`config.mk`:
```
export PLATFORM = sky130hd
export DESIGN_NAME = prefix_size_resolver
export DESIGN_NICKNAME = d
export VERILOG_FILES = /design/src/rtl/pfx_pkg.sv /design/src/rtl/pfx_classify.sv /design/src/rtl/pfx_accum.sv /design/src/rtl/pfx_resolve.sv /design/src/rtl/prefix_size_resolver.sv
export SDC_FILE = /design/constraint.sdc
export NUM_CORES = 1
export LEC_CHECK = 0
export BUFFER_PORTS_ARGS = -buffer_cell sky130_fd_sc_hd__buf_2
export CAP_MARGIN = 30
export CORE_ASPECT_RATIO = 1.75
export CORE_MARGIN = 2
export CORE_UTILIZATION = 40
export DETAILED_ROUTE_END_ITERATION = 12
export GPL_TIMING_DRIVEN = 0
export PLACE_DENSITY = 0.74
export SLEW_MARGIN = 20
export SYNTH_ARGS = -nofsm -noshare
export SYNTH_HDL_FRONTEND = slang
export SYNTH_SLANG_ARGS = --single-unit
```
`constraint.sdc`:
```
create_clock -name clk -period 3 [get_ports clk]
set_clock_uncertainty 0.2 [all_clocks]
set_input_delay 0.6 -clock clk [delete_from_list [all_inputs] [get_ports clk]]
set_output_delay 0.6 -clock clk [all_outputs]
set_load 0.1 [all_outputs]
```
`src/rtl/pfx_pkg.sv`:
```
package pfx_pkg;

  typedef enum logic [1:0] {
    MODE_LEGACY = 2'b00,
    MODE_PROT   = 2'b01,
    MODE_LONG   = 2'b10,
    MODE_RSVD   = 2'b11
  } exec_mode_e;

  typedef enum logic [1:0] {
    SZ16 = 2'b00,
    SZ32 = 2'b01,
    SZ64 = 2'b10
  } size_e;

  typedef enum logic [2:0] {
    CLS_OPCODE = 3'd0,
    CLS_OPSZ   = 3'd1,
    CLS_ADSZ   = 3'd2,
    CLS_REP    = 3'd3,
    CLS_NEUTRAL = 3'd4,
    CLS_REX    = 3'd5
  } byte_cls_e;

  typedef struct packed {
    logic opsz;
    logic adsz;
    logic rep;
    logic rex_seen;
    logic rex_w;
  } pfx_state_t;

  localparam logic [7:0] B_OPSZ = 8'h66;
  localparam logic [7:0] B_ADSZ = 8'h67;
  localparam logic [7:0] B_REPNE = 8'hF2;
  localparam logic [7:0] B_REP  = 8'hF3;
  localparam logic [7:0] B_LOCK = 8'hF0;

  function automatic logic is_seg_override(input logic [7:0] b);
    return (b == 8'h26) || (b == 8'h2E) || (b == 8'h36) ||
           (b == 8'h3E) || (b == 8'h64) || (b == 8'h65);
  endfunction

  function automatic size_e flip16_32(input size_e s, input logic flip);
    if (!flip) return s;
    return (s == SZ16) ? SZ32 : SZ16;
  endfunction

endpackage

```
`src/rtl/pfx_classify.sv`:
```
module pfx_classify
  import pfx_pkg::*;
#(
  parameter int BYTE_W = 8,
  parameter logic [3:0] REX_NIBBLE = 4'h4
) (
  input  logic [BYTE_W-1:0] byte_i,
  input  logic              long_mode_i,
  output byte_cls_e         cls_o,
  output logic              rex_w_o
);

  localparam int HI = BYTE_W - 1;

  always_comb begin
    cls_o = CLS_OPCODE;
    if (byte_i == B_OPSZ)                            cls_o = CLS_OPSZ;
    else if (byte_i == B_ADSZ)                       cls_o = CLS_ADSZ;
    else if (byte_i == B_REP || byte_i == B_REPNE)   cls_o = CLS_REP;
    else if (byte_i == B_LOCK || is_seg_override(byte_i)) cls_o = CLS_NEUTRAL;
    else if (long_mode_i && byte_i[HI:HI-3] == REX_NIBBLE) cls_o = CLS_REX;
  end

  assign rex_w_o = byte_i[3];

endmodule

```
`src/rtl/pfx_accum.sv`:
```
module pfx_accum
  import pfx_pkg::*;
(
  input  logic       clk,
  input  logic       rst_n,
  input  logic       take_i,
  input  byte_cls_e  cls_i,
  input  logic       rex_w_i,
  output pfx_state_t st_o
);

  pfx_state_t st_q, st_d;

  always_comb begin
    st_d = st_q;
    if (take_i) begin
      unique case (cls_i)
        CLS_OPCODE: st_d = '0;
        CLS_REX: begin
          st_d.rex_seen = 1'b1;
          st_d.rex_w    = rex_w_i;
        end
        default: begin
          // a REX byte must sit right before the opcode; a later legacy prefix voids it
          st_d.rex_seen = 1'b0;
          st_d.rex_w    = 1'b0;
          if (cls_i == CLS_OPSZ) st_d.opsz = 1'b1;
          if (cls_i == CLS_ADSZ) st_d.adsz = 1'b1;
          if (cls_i == CLS_REP)  st_d.rep  = 1'b1;
        end
      endcase
    end
  end

  always_ff @(posedge clk or negedge rst_n) begin
    if (!rst_n) st_q <= '0;
    else        st_q <= st_d;
  end

  assign st_o = st_q;

  assert_clear_after_opcode_R8: assert property (@(posedge clk) disable iff (!rst_n)
    take_i && cls_i == CLS_OPCODE |=> st_q == '0);

  assert_rex_dropped_R6: assert property (@(posedge clk) disable iff (!rst_n)
    take_i && cls_i != CLS_OPCODE && cls_i != CLS_REX |=> !st_q.rex_w && !st_q.rex_seen);

endmodule

```
`src/rtl/pfx_resolve.sv`:
```
module pfx_resolve
  import pfx_pkg::*;
#(
  parameter int BYTE_W = 8,
  parameter logic [BYTE_W-1:0] SIMD_ESC = 8'h0F
) (
  input  exec_mode_e        mode_i,
  input  logic              d_i,
  input  pfx_state_t        st_i,
  input  logic [BYTE_W-1:0] opcode_i,
  output size_e             opsize_o,
  output size_e             adsize_o,
  output logic              simd_o
);

  logic  mandatory;
  size_e def_sz;

  assign mandatory = (opcode_i == SIMD_ESC) && (st_i.opsz || st_i.rep);

  always_comb begin
    def_sz   = SZ16;
    opsize_o = SZ16;
    adsize_o = SZ16;
    unique case (mode_i)
      MODE_PROT: begin
        def_sz   = d_i ? SZ32 : SZ16;
        opsize_o = flip16_32(def_sz, st_i.opsz && !mandatory);
        adsize_o = flip16_32(def_sz, st_i.adsz);
      end
      MODE_LONG: begin
        adsize_o = st_i.adsz ? SZ32 : SZ64;
        if (st_i.rex_w)                     opsize_o = SZ64;
        else if (st_i.opsz && !mandatory)   opsize_o = SZ16;
        else                                opsize_o = SZ32;
      end
      default: begin
        opsize_o = flip16_32(SZ16, st_i.opsz && !mandatory);
        adsize_o = flip16_32(SZ16, st_i.adsz);
      end
    endcase
  end

  assign simd_o = mandatory;

endmodule

```
`src/rtl/prefix_size_resolver.sv`:
```
module prefix_size_resolver
  import pfx_pkg::*;
#(
  parameter int BYTE_W = 8,
  parameter logic [BYTE_W-1:0] SIMD_ESC = 8'h0F,
  parameter logic [3:0] REX_NIBBLE = 4'h4
) (
  input  logic              clk,
  input  logic              rst_n,
  input  logic [1:0]        mode_sel,
  input  logic              d_flag,
  input  logic              in_valid,
  output logic              in_ready,
  input  logic [BYTE_W-1:0] in_byte,
  output logic              out_valid,
  input  logic              out_ready,
  output logic [1:0]        out_opsize,
  output logic [1:0]        out_adsize,
  output logic              out_simd_pfx,
  output logic [BYTE_W-1:0] out_opcode
);

  exec_mode_e mode;
  byte_cls_e  cls;
  logic       rex_w_bit, take, take_op;
  pfx_state_t st;
  size_e      res_op, res_ad;
  logic       res_simd;

  assign mode = exec_mode_e'(mode_sel);

  pfx_classify #(.BYTE_W(BYTE_W), .REX_NIBBLE(REX_NIBBLE)) u_cls (
    .byte_i(in_byte), .long_mode_i(mode == MODE_LONG),
    .cls_o(cls), .rex_w_o(rex_w_bit)
  );

  assign in_ready = !out_valid || out_ready;
  assign take     = in_valid && in_ready;
  assign take_op  = take && (cls == CLS_OPCODE);

  pfx_accum u_acc (
    .clk(clk), .rst_n(rst_n), .take_i(take), .cls_i(cls),
    .rex_w_i(rex_w_bit), .st_o(st)
  );

  pfx_resolve #(.BYTE_W(BYTE_W), .SIMD_ESC(SIMD_ESC)) u_res (
    .mode_i(mode), .d_i(d_flag), .st_i(st), .opcode_i(in_byte),
    .opsize_o(res_op), .adsize_o(res_ad), .simd_o(res_simd)
  );

  always_ff @(posedge clk or negedge rst_n) begin
    if (!rst_n) begin
      out_valid    <= 1'b0;
      out_opsize   <= SZ16;
      out_adsize   <= SZ16;
      out_simd_pfx <= 1'b0;
      out_opcode   <= '0;
    end else if (take_op) begin
      out_valid    <= 1'b1;
      out_opsize   <= res_op;
      out_adsize   <= res_ad;
      out_simd_pfx <= res_simd;
      out_opcode   <= in_byte;
    end else if (out_ready) begin
      out_valid    <= 1'b0;
    end
  end

  assert_hold_under_stall_R9: assert property (@(posedge clk) disable iff (!rst_n)
    out_valid && !out_ready |=> out_valid && $stable(out_opsize) &&
      $stable(out_adsize) && $stable(out_simd_pfx) && $stable(out_opcode));

  assert_stall_blocks_input_R9: assert property (@(posedge clk) disable iff (!rst_n)
    out_valid && !out_ready |-> !in_ready);

  assert_no_16bit_addr_long_R4: assert property (@(posedge clk) disable iff (!rst_n)
    take_op && mode == MODE_LONG |=> out_adsize != SZ16);

  assert_rexw_wins_R5: assert property (@(posedge clk) disable iff (!rst_n)
    take_op && mode == MODE_LONG && st.rex_w |=> out_opsize == SZ64);

  assert_no_64_outside_long_R1: assert property (@(posedge clk) disable iff (!rst_n)
    take_op && mode != MODE_LONG |=> out_opsize != SZ64 && out_adsize != SZ64);

  assert_valid_after_opcode_R9: assert property (@(posedge clk) disable iff (!rst_n)
    take_op |=> out_valid && out_opcode == $past(in_byte));

endmodule

```
* Word-level counts from Yosys, hierarchy flattened
Cells that the tools add are included.
Storage, ports and cells: bits in registers 18, logic and storage cells 88
Operators by class: equal/unequal tests 19, multiplexer cells 33, bitwise operators 1, reduce and logical (&&, ||, !) cells 26
Operator list (number):
- 8-bit by 6-bit == test with 1-bit output, second input constant | 4
- 8-bit by 7-bit == test with 1-bit output, second input constant | 4
- 8-bit == test, second input constant | 3
- 2-bit two-way mux | 10
- 1-bit two-way mux | 15
- 3-bit two-way mux | 5
- 1-bit logical OR | 9
- 3-bit AND reduction | 3
- 8-bit by 4-bit == test with 1-bit output, second input constant | 1
- 2-bit case mux with 2 select lines | 2
- 2-bit nonzero test | 4
- 3-bit by 2-bit == test with 1-bit output, second input constant | 2
- 3-bit case mux with 2 select lines | 1
- 1-bit logical AND | 5
- 4-bit by 3-bit == test with 1-bit output, second input constant | 1
- 3-bit by 1-bit == test with 1-bit output, second input constant | 1
- 3-bit == test, second input constant | 1
- 3-bit zero test | 1
- 2-bit by 1-bit == test with 1-bit output, second input constant | 1
- 2-bit == test, second input constant | 1
- 1-bit zero test | 2
- 2-bit zero test | 1
- 2-bit OR reduction | 1
- 1-bit inverter | 1

* Longest topological paths before layout
word-level depth 14, mapped depth 8, depth with buffers taken out 6

* Cells and area by module
Synthesis repeated with hierarchy kept, for this count alone.
Second synthesis, totals: cells, all modules 95, area, all modules 1077.3 um^2
Modules (own cells, without submodules):
- prefix_size_resolver | times used 1, cells each 34, area each 586.8 um^2
- pfx_accum | times used 1, cells each 21, area each 241.5 um^2
- pfx_resolve | times used 1, cells each 22, area each 142.6 um^2
- pfx_classify | times used 1, cells each 18, area each 106.4 um^2

* Least setup slack after synthesis
Ideal clock, no wire load.
kind register to register, start point register out_valid, end point register out_adsize[1], library setup time 126 ps, data arrival time 3053 ps, setup slack -380 ps, stages on the path, launching flop included 8, buffers on the path 2, clock period less this slack 3380 ps, cells stage by stage dfrtp_1 -> nand2b_1 -> and2_1 -> o311a_1 -> and3_1 -> buf_6 -> buf_6 -> mux2_4
On the way: cells in the longest elaborated chain, start to end 4
Ends and longest elaborated chain:
- start: declaration | RTL line prefix_size_resolver.sv:15 | output logic out_valid,
- start signal: assignment | RTL line prefix_size_resolver.sv:53 | out_valid <= 1'b0;
- start signal: assignment | RTL line prefix_size_resolver.sv:59 | out_valid <= 1'b1;
- start signal: assignment | RTL line prefix_size_resolver.sv:65 | out_valid <= 1'b0;
- 1-bit zero test | RTL line prefix_size_resolver.sv:37 | assign in_ready = !out_valid || out_ready;
- 1-bit logical OR | RTL line prefix_size_resolver.sv:37
- net in_ready | RTL line prefix_size_resolver.sv:13 | output logic in_ready,
- 1-bit logical AND | RTL line prefix_size_resolver.sv:38 | assign take = in_valid && in_ready;
- 1-bit logical AND | RTL line prefix_size_resolver.sv:39 | assign take_op = take && (cls == CLS_OPCODE);
- end signal: assignment | RTL line prefix_size_resolver.sv:61 | out_adsize <= res_ad;
- end: declaration | RTL line prefix_size_resolver.sv:18 | output logic [1:0] out_adsize,
The timed path passes the listed nets, and every way through them passes these cells. A chain may end at the register's enable or synchronous reset.

* Worst setup path in the final report
start point input port in_byte[3], end point register out_opcode[1]
On the way: cells in the longest elaborated chain, start to end 13, elaborated cells on any way between the ends 24, classes of those cells 11 x eq/ne; 4 x mux; 9 x reduce/logical
Ends and longest elaborated chain:
- start: declaration | RTL line prefix_size_resolver.sv:14 | input logic [BYTE_W-1:0] in_byte,
- 8-bit by 6-bit == test with 1-bit output | RTL line pfx_pkg.sv:40 | return (b == 8'h26) || (b == 8'h2E) || (b == 8'h36) ||
- 1-bit logical OR (3 in a row) | RTL line pfx_pkg.sv:40
- 1-bit logical OR (2 in a row) | RTL line pfx_pkg.sv:41 | (b == 8'h3E) || (b == 8'h64) || (b == 8'h65);
- 1-bit logical OR | RTL line pfx_classify.sv:20 | else if (byte_i == B_LOCK || is_seg_override(byte_i)) cls_o = CLS_NEUTRAL;
- 3-bit two-way mux | RTL line pfx_classify.sv:20
- 3-bit two-way mux | RTL line pfx_classify.sv:19 | else if (byte_i == B_REP || byte_i == B_REPNE) cls_o = CLS_REP;
- 3-bit two-way mux | RTL line pfx_classify.sv:18 | else if (byte_i == B_ADSZ) cls_o = CLS_ADSZ;
- 3-bit two-way mux * | RTL line pfx_classify.sv:17 | if (byte_i == B_OPSZ) cls_o = CLS_OPSZ;
- 3-bit zero test * | RTL line prefix_size_resolver.sv:39
- 1-bit logical AND * | RTL line prefix_size_resolver.sv:39
- end signal: assignment | RTL line prefix_size_resolver.sv:63 | out_opcode <= in_byte;
- end: declaration | RTL line prefix_size_resolver.sv:20 | output logic [BYTE_W-1:0] out_opcode
Mark *: on every way between the ends. The rest lies on a longest branch, timed or not.

==> impl_metrics.toml <==
[global_route]
use_met1_pct = 19.6
use_met2_pct = 29.1
grt_use_met3_pct = 1.95
grt_antenna_before_repair = 0
track_usage_pct = 17.1
grt_pass1_wl_um = 3220
overflow = 0
grt_pass1_vias = 733
grt_start_max_net_pins = 19
top_usage_layer = "met2"

[pwr]
power_density_mw_per_mm2 = 703
clock_power_share_pct = 20.6
p_leak_nw = 0.581
internal-power_mw = 0.447
ir_drop_mv = 0.530
switching_share_pct = 45.8
p_comb_share_pct = 43.8
seq_power_share_pct = 35.6
p_sw_mw = 0.378

[die]
die_height_um = 68.5
start_util_pct = 41.8
core-area_sq_mm = 0.00227
dieWidth_um = 40.8
die-area_sq_mm = 0.00280
rows = 23
boundaryPins = 30

[layout]
regArea_sq_um = 452
final_area_sq_mm = 0.00117
area_growth_pct = 23.7
multiInputGateArea_sq_um = 449
fillCellCount = 204
drive_gt1_share_pct = 41.5
n_antenna_cell = 0
num-nets-final = 136
instances_no_fill = 143

[synth]
async_flop_share_pct = 100
yosys_warnings = 0
synthMuxAreaShare_pct = 17.3
synthSimpleGateAreaFrac_pct = 18.1
syn_nets = 102
synth_top_family_by_area = "simple AND/OR/NAND/NOR gates"
synthAdderAreaFrac_pct = 2.64
netlist_area_sq_um = 950
yosysSeqAreaShare_pct = 47.4
synth_xor_area_share_pct = 0
synthDistinctLibCells = 32
ys.flop_type = "dfrtp_1"
synth_edf_count = 0
yosys_register_bits = 18
postSynthCellCount = 85
synth-compound-area-share_pct = 9.09
synth_area_per_cell_sq_um = 11.2

[cts]
cts-root-buf = "clkbuf_8"
clk_latency_ns = 0.25
cts.clk_slew.worst_paths_ns = 0.07
ctsHoldBuffers = 0
cts.repair.resized = 0
cts_max_level = 1
cts_max_path_buffers = 2
cts_tree = "built"
cts_setup_buffers = 0
numCtsBuffers = 3
cts_sinks = 18

[timing]
rsz0062_at_grt = "false"
holdWs_ns = 0.0693
fin_crit_sh_pct = 81.2
max_freq_mhz = 411
hold_violations = 0
period_needed_ns = 2.44
slew_headroom_pct = 67.7
worst_slew_pin_slew_ns = 0.489
layout_setup_ws_ns = 0.565
setup_tns_ns = 0
maxSlewViolCount = 0
setup_viol = 0

[run]
maxCapViolCount = 0

[drt]
drtPass1Iterations = 4
vias = 762
wl_um = 1970
wl_per_cell_um = 13.8
postRouteAntennaNets = 0
drt_iter0_drc = 3
drc = 0
viasPerCell = 5.33

[setup_path]
critPathMaxFanout = 10
r2r_end = "out_opcode[1]$_DFFE_PN0P_"
crit_type = "in2reg"
rr_worst_depth = 7
worstPathRequired_ns = 2.93
arrival_ns = 2.37
regToRegSetupSlack_ns = 0.95
r2r-start = "out_valid$_DFFE_PN0P_"
end_kind = "flip-flop"
startpoint_type = "primary input"

[placement]
pre_cts_slack_ns = 0.299
place_area_sq_mm = 0.00113
portBuffers = 29
hpwlAfterDp_um = 1580
dp.cells = 139
place_congestion = 0.870

[hold_path]
min_path_type = "in2async"

[outcome]
status = "complete, no violations"
-- critical path: stages --
cell      delay [ns]
buf_2           0.13
nand3b_1        0.17
or4b_1          0.53
nor2b_4         0.17
and3_1          0.20
buf_6           0.13
buf_6           0.14
mux2_4          0.30
-- how the worst max path moves through the flow --
stage / end / slack (ns) / startpoint / cells after the start
3_5_place_dp: out_opcode[1]$_DFFE_PN0P_ / 0.30 / in_byte[3] / 8
4_1_cts: out_opcode[1]$_DFFE_PN0P_ / 0.56 / in_byte[3] / 8
3_3_place_gp: out_adsize[1]$_DFFE_PN0P_ / 0.33 / in_byte[3] / 8
5_1_grt: out_opcode[1]$_DFFE_PN0P_ / 0.50 / in_byte[3] / 8
6_report: out_opcode[1]$_DFFE_PN0P_ / 0.56 / in_byte[3] / 8
2_1_floorplan: out_adsize[1]$_DFFE_PN0P_ / 0.34 / out_valid$_DFFE_PN0P_ / 7
-- cell usage in the layout, fill, tap and decap left out, types with 2 or more instances in the layout --
| cell | n |
|---|---|
| dfrtp_1 | 17 |
| buf_2 | 29 |
| buf_6 | 2 |
| mux2_2 | 7 |
| nand3_1 | 2 |
| nor2_1 | 6 |
| nand2_1 | 7 |
| o21ai_0 | 3 |
| inv_1 | 8 |
| clkbuf_8 | 3 |
| a31oi_1 | 4 |
| mux2_4 | 5 |
| ha_1 | 2 |
-- per-stage QoR --
step / util (%) / total power [mW]
after global routing: 51.7 / 0.857
after global placement: 49.7 / 0.656
after CTS: 51.7 / 0.832
after detailed placement: 49.7 / 0.662
after floorplan: - / 0.593
final: 51.7 / 0.826
-- cell usage after synthesis, types with 2 or more instances --
cell,count,area share [%]
dfrtp_1,18,47
nor2_1,6,2.4
inv_1,8,3.2
nand2_1,7,2.8
ha_1,2,2.6
o21ai_0,3,1.6
nand3_1,2,1.1
mux2_2,7,8.3
a31oi_1,4,2.6
buf_6,2,2.4
mux2_4,5,7.9
-- state kept, by name, summed over array words and instances (netlist names) --
signal        flops
out_opcode        8
u_acc.st_o        4
out_adsize        2
out_opsize        2
out_simd_pfx      1
out_valid         1
-- cells by family after synthesis --
logic type / Yosys count
and+or+nand+nor: 29
DFF: 18
AOI/OAI and AO/OA: 13
muxes: 13
buffers and inverters: 10
adders and majority gates: 2
-- area by class of cell --
type	count	share of cell area (%)
multi-input combinational	57	38.2
tap	25	2.66
timing repair buffer	29	12.4
clock buffer	4	3.83
buffer	2	1.92
inverter	8	2.56
sequential	18	38.4
-- metal layers --
| layer | part of all wire (%) | vias up |
|---|---|---|
| met5 | 0 | - |
| met4 | 1.9 | 0 |
| met3 | 4.7 | 5 |
| met2 | 55 | 20 |
| met1 | 38 | 368 |
| li1 | - | 369 |
-- power by group through the flow --
stage	registers [mW]	logic (mW)	clock network (mW)
after floorplan	0.510	0.0834	0
after global placement	0.297	0.359	0
after detailed placement	0.299	0.363	0
after CTS	0.295	0.364	0.173
after global routing	0.298	0.378	0.182
final	0.294	0.361	0.170
Power figures use the tool's default switching activity.
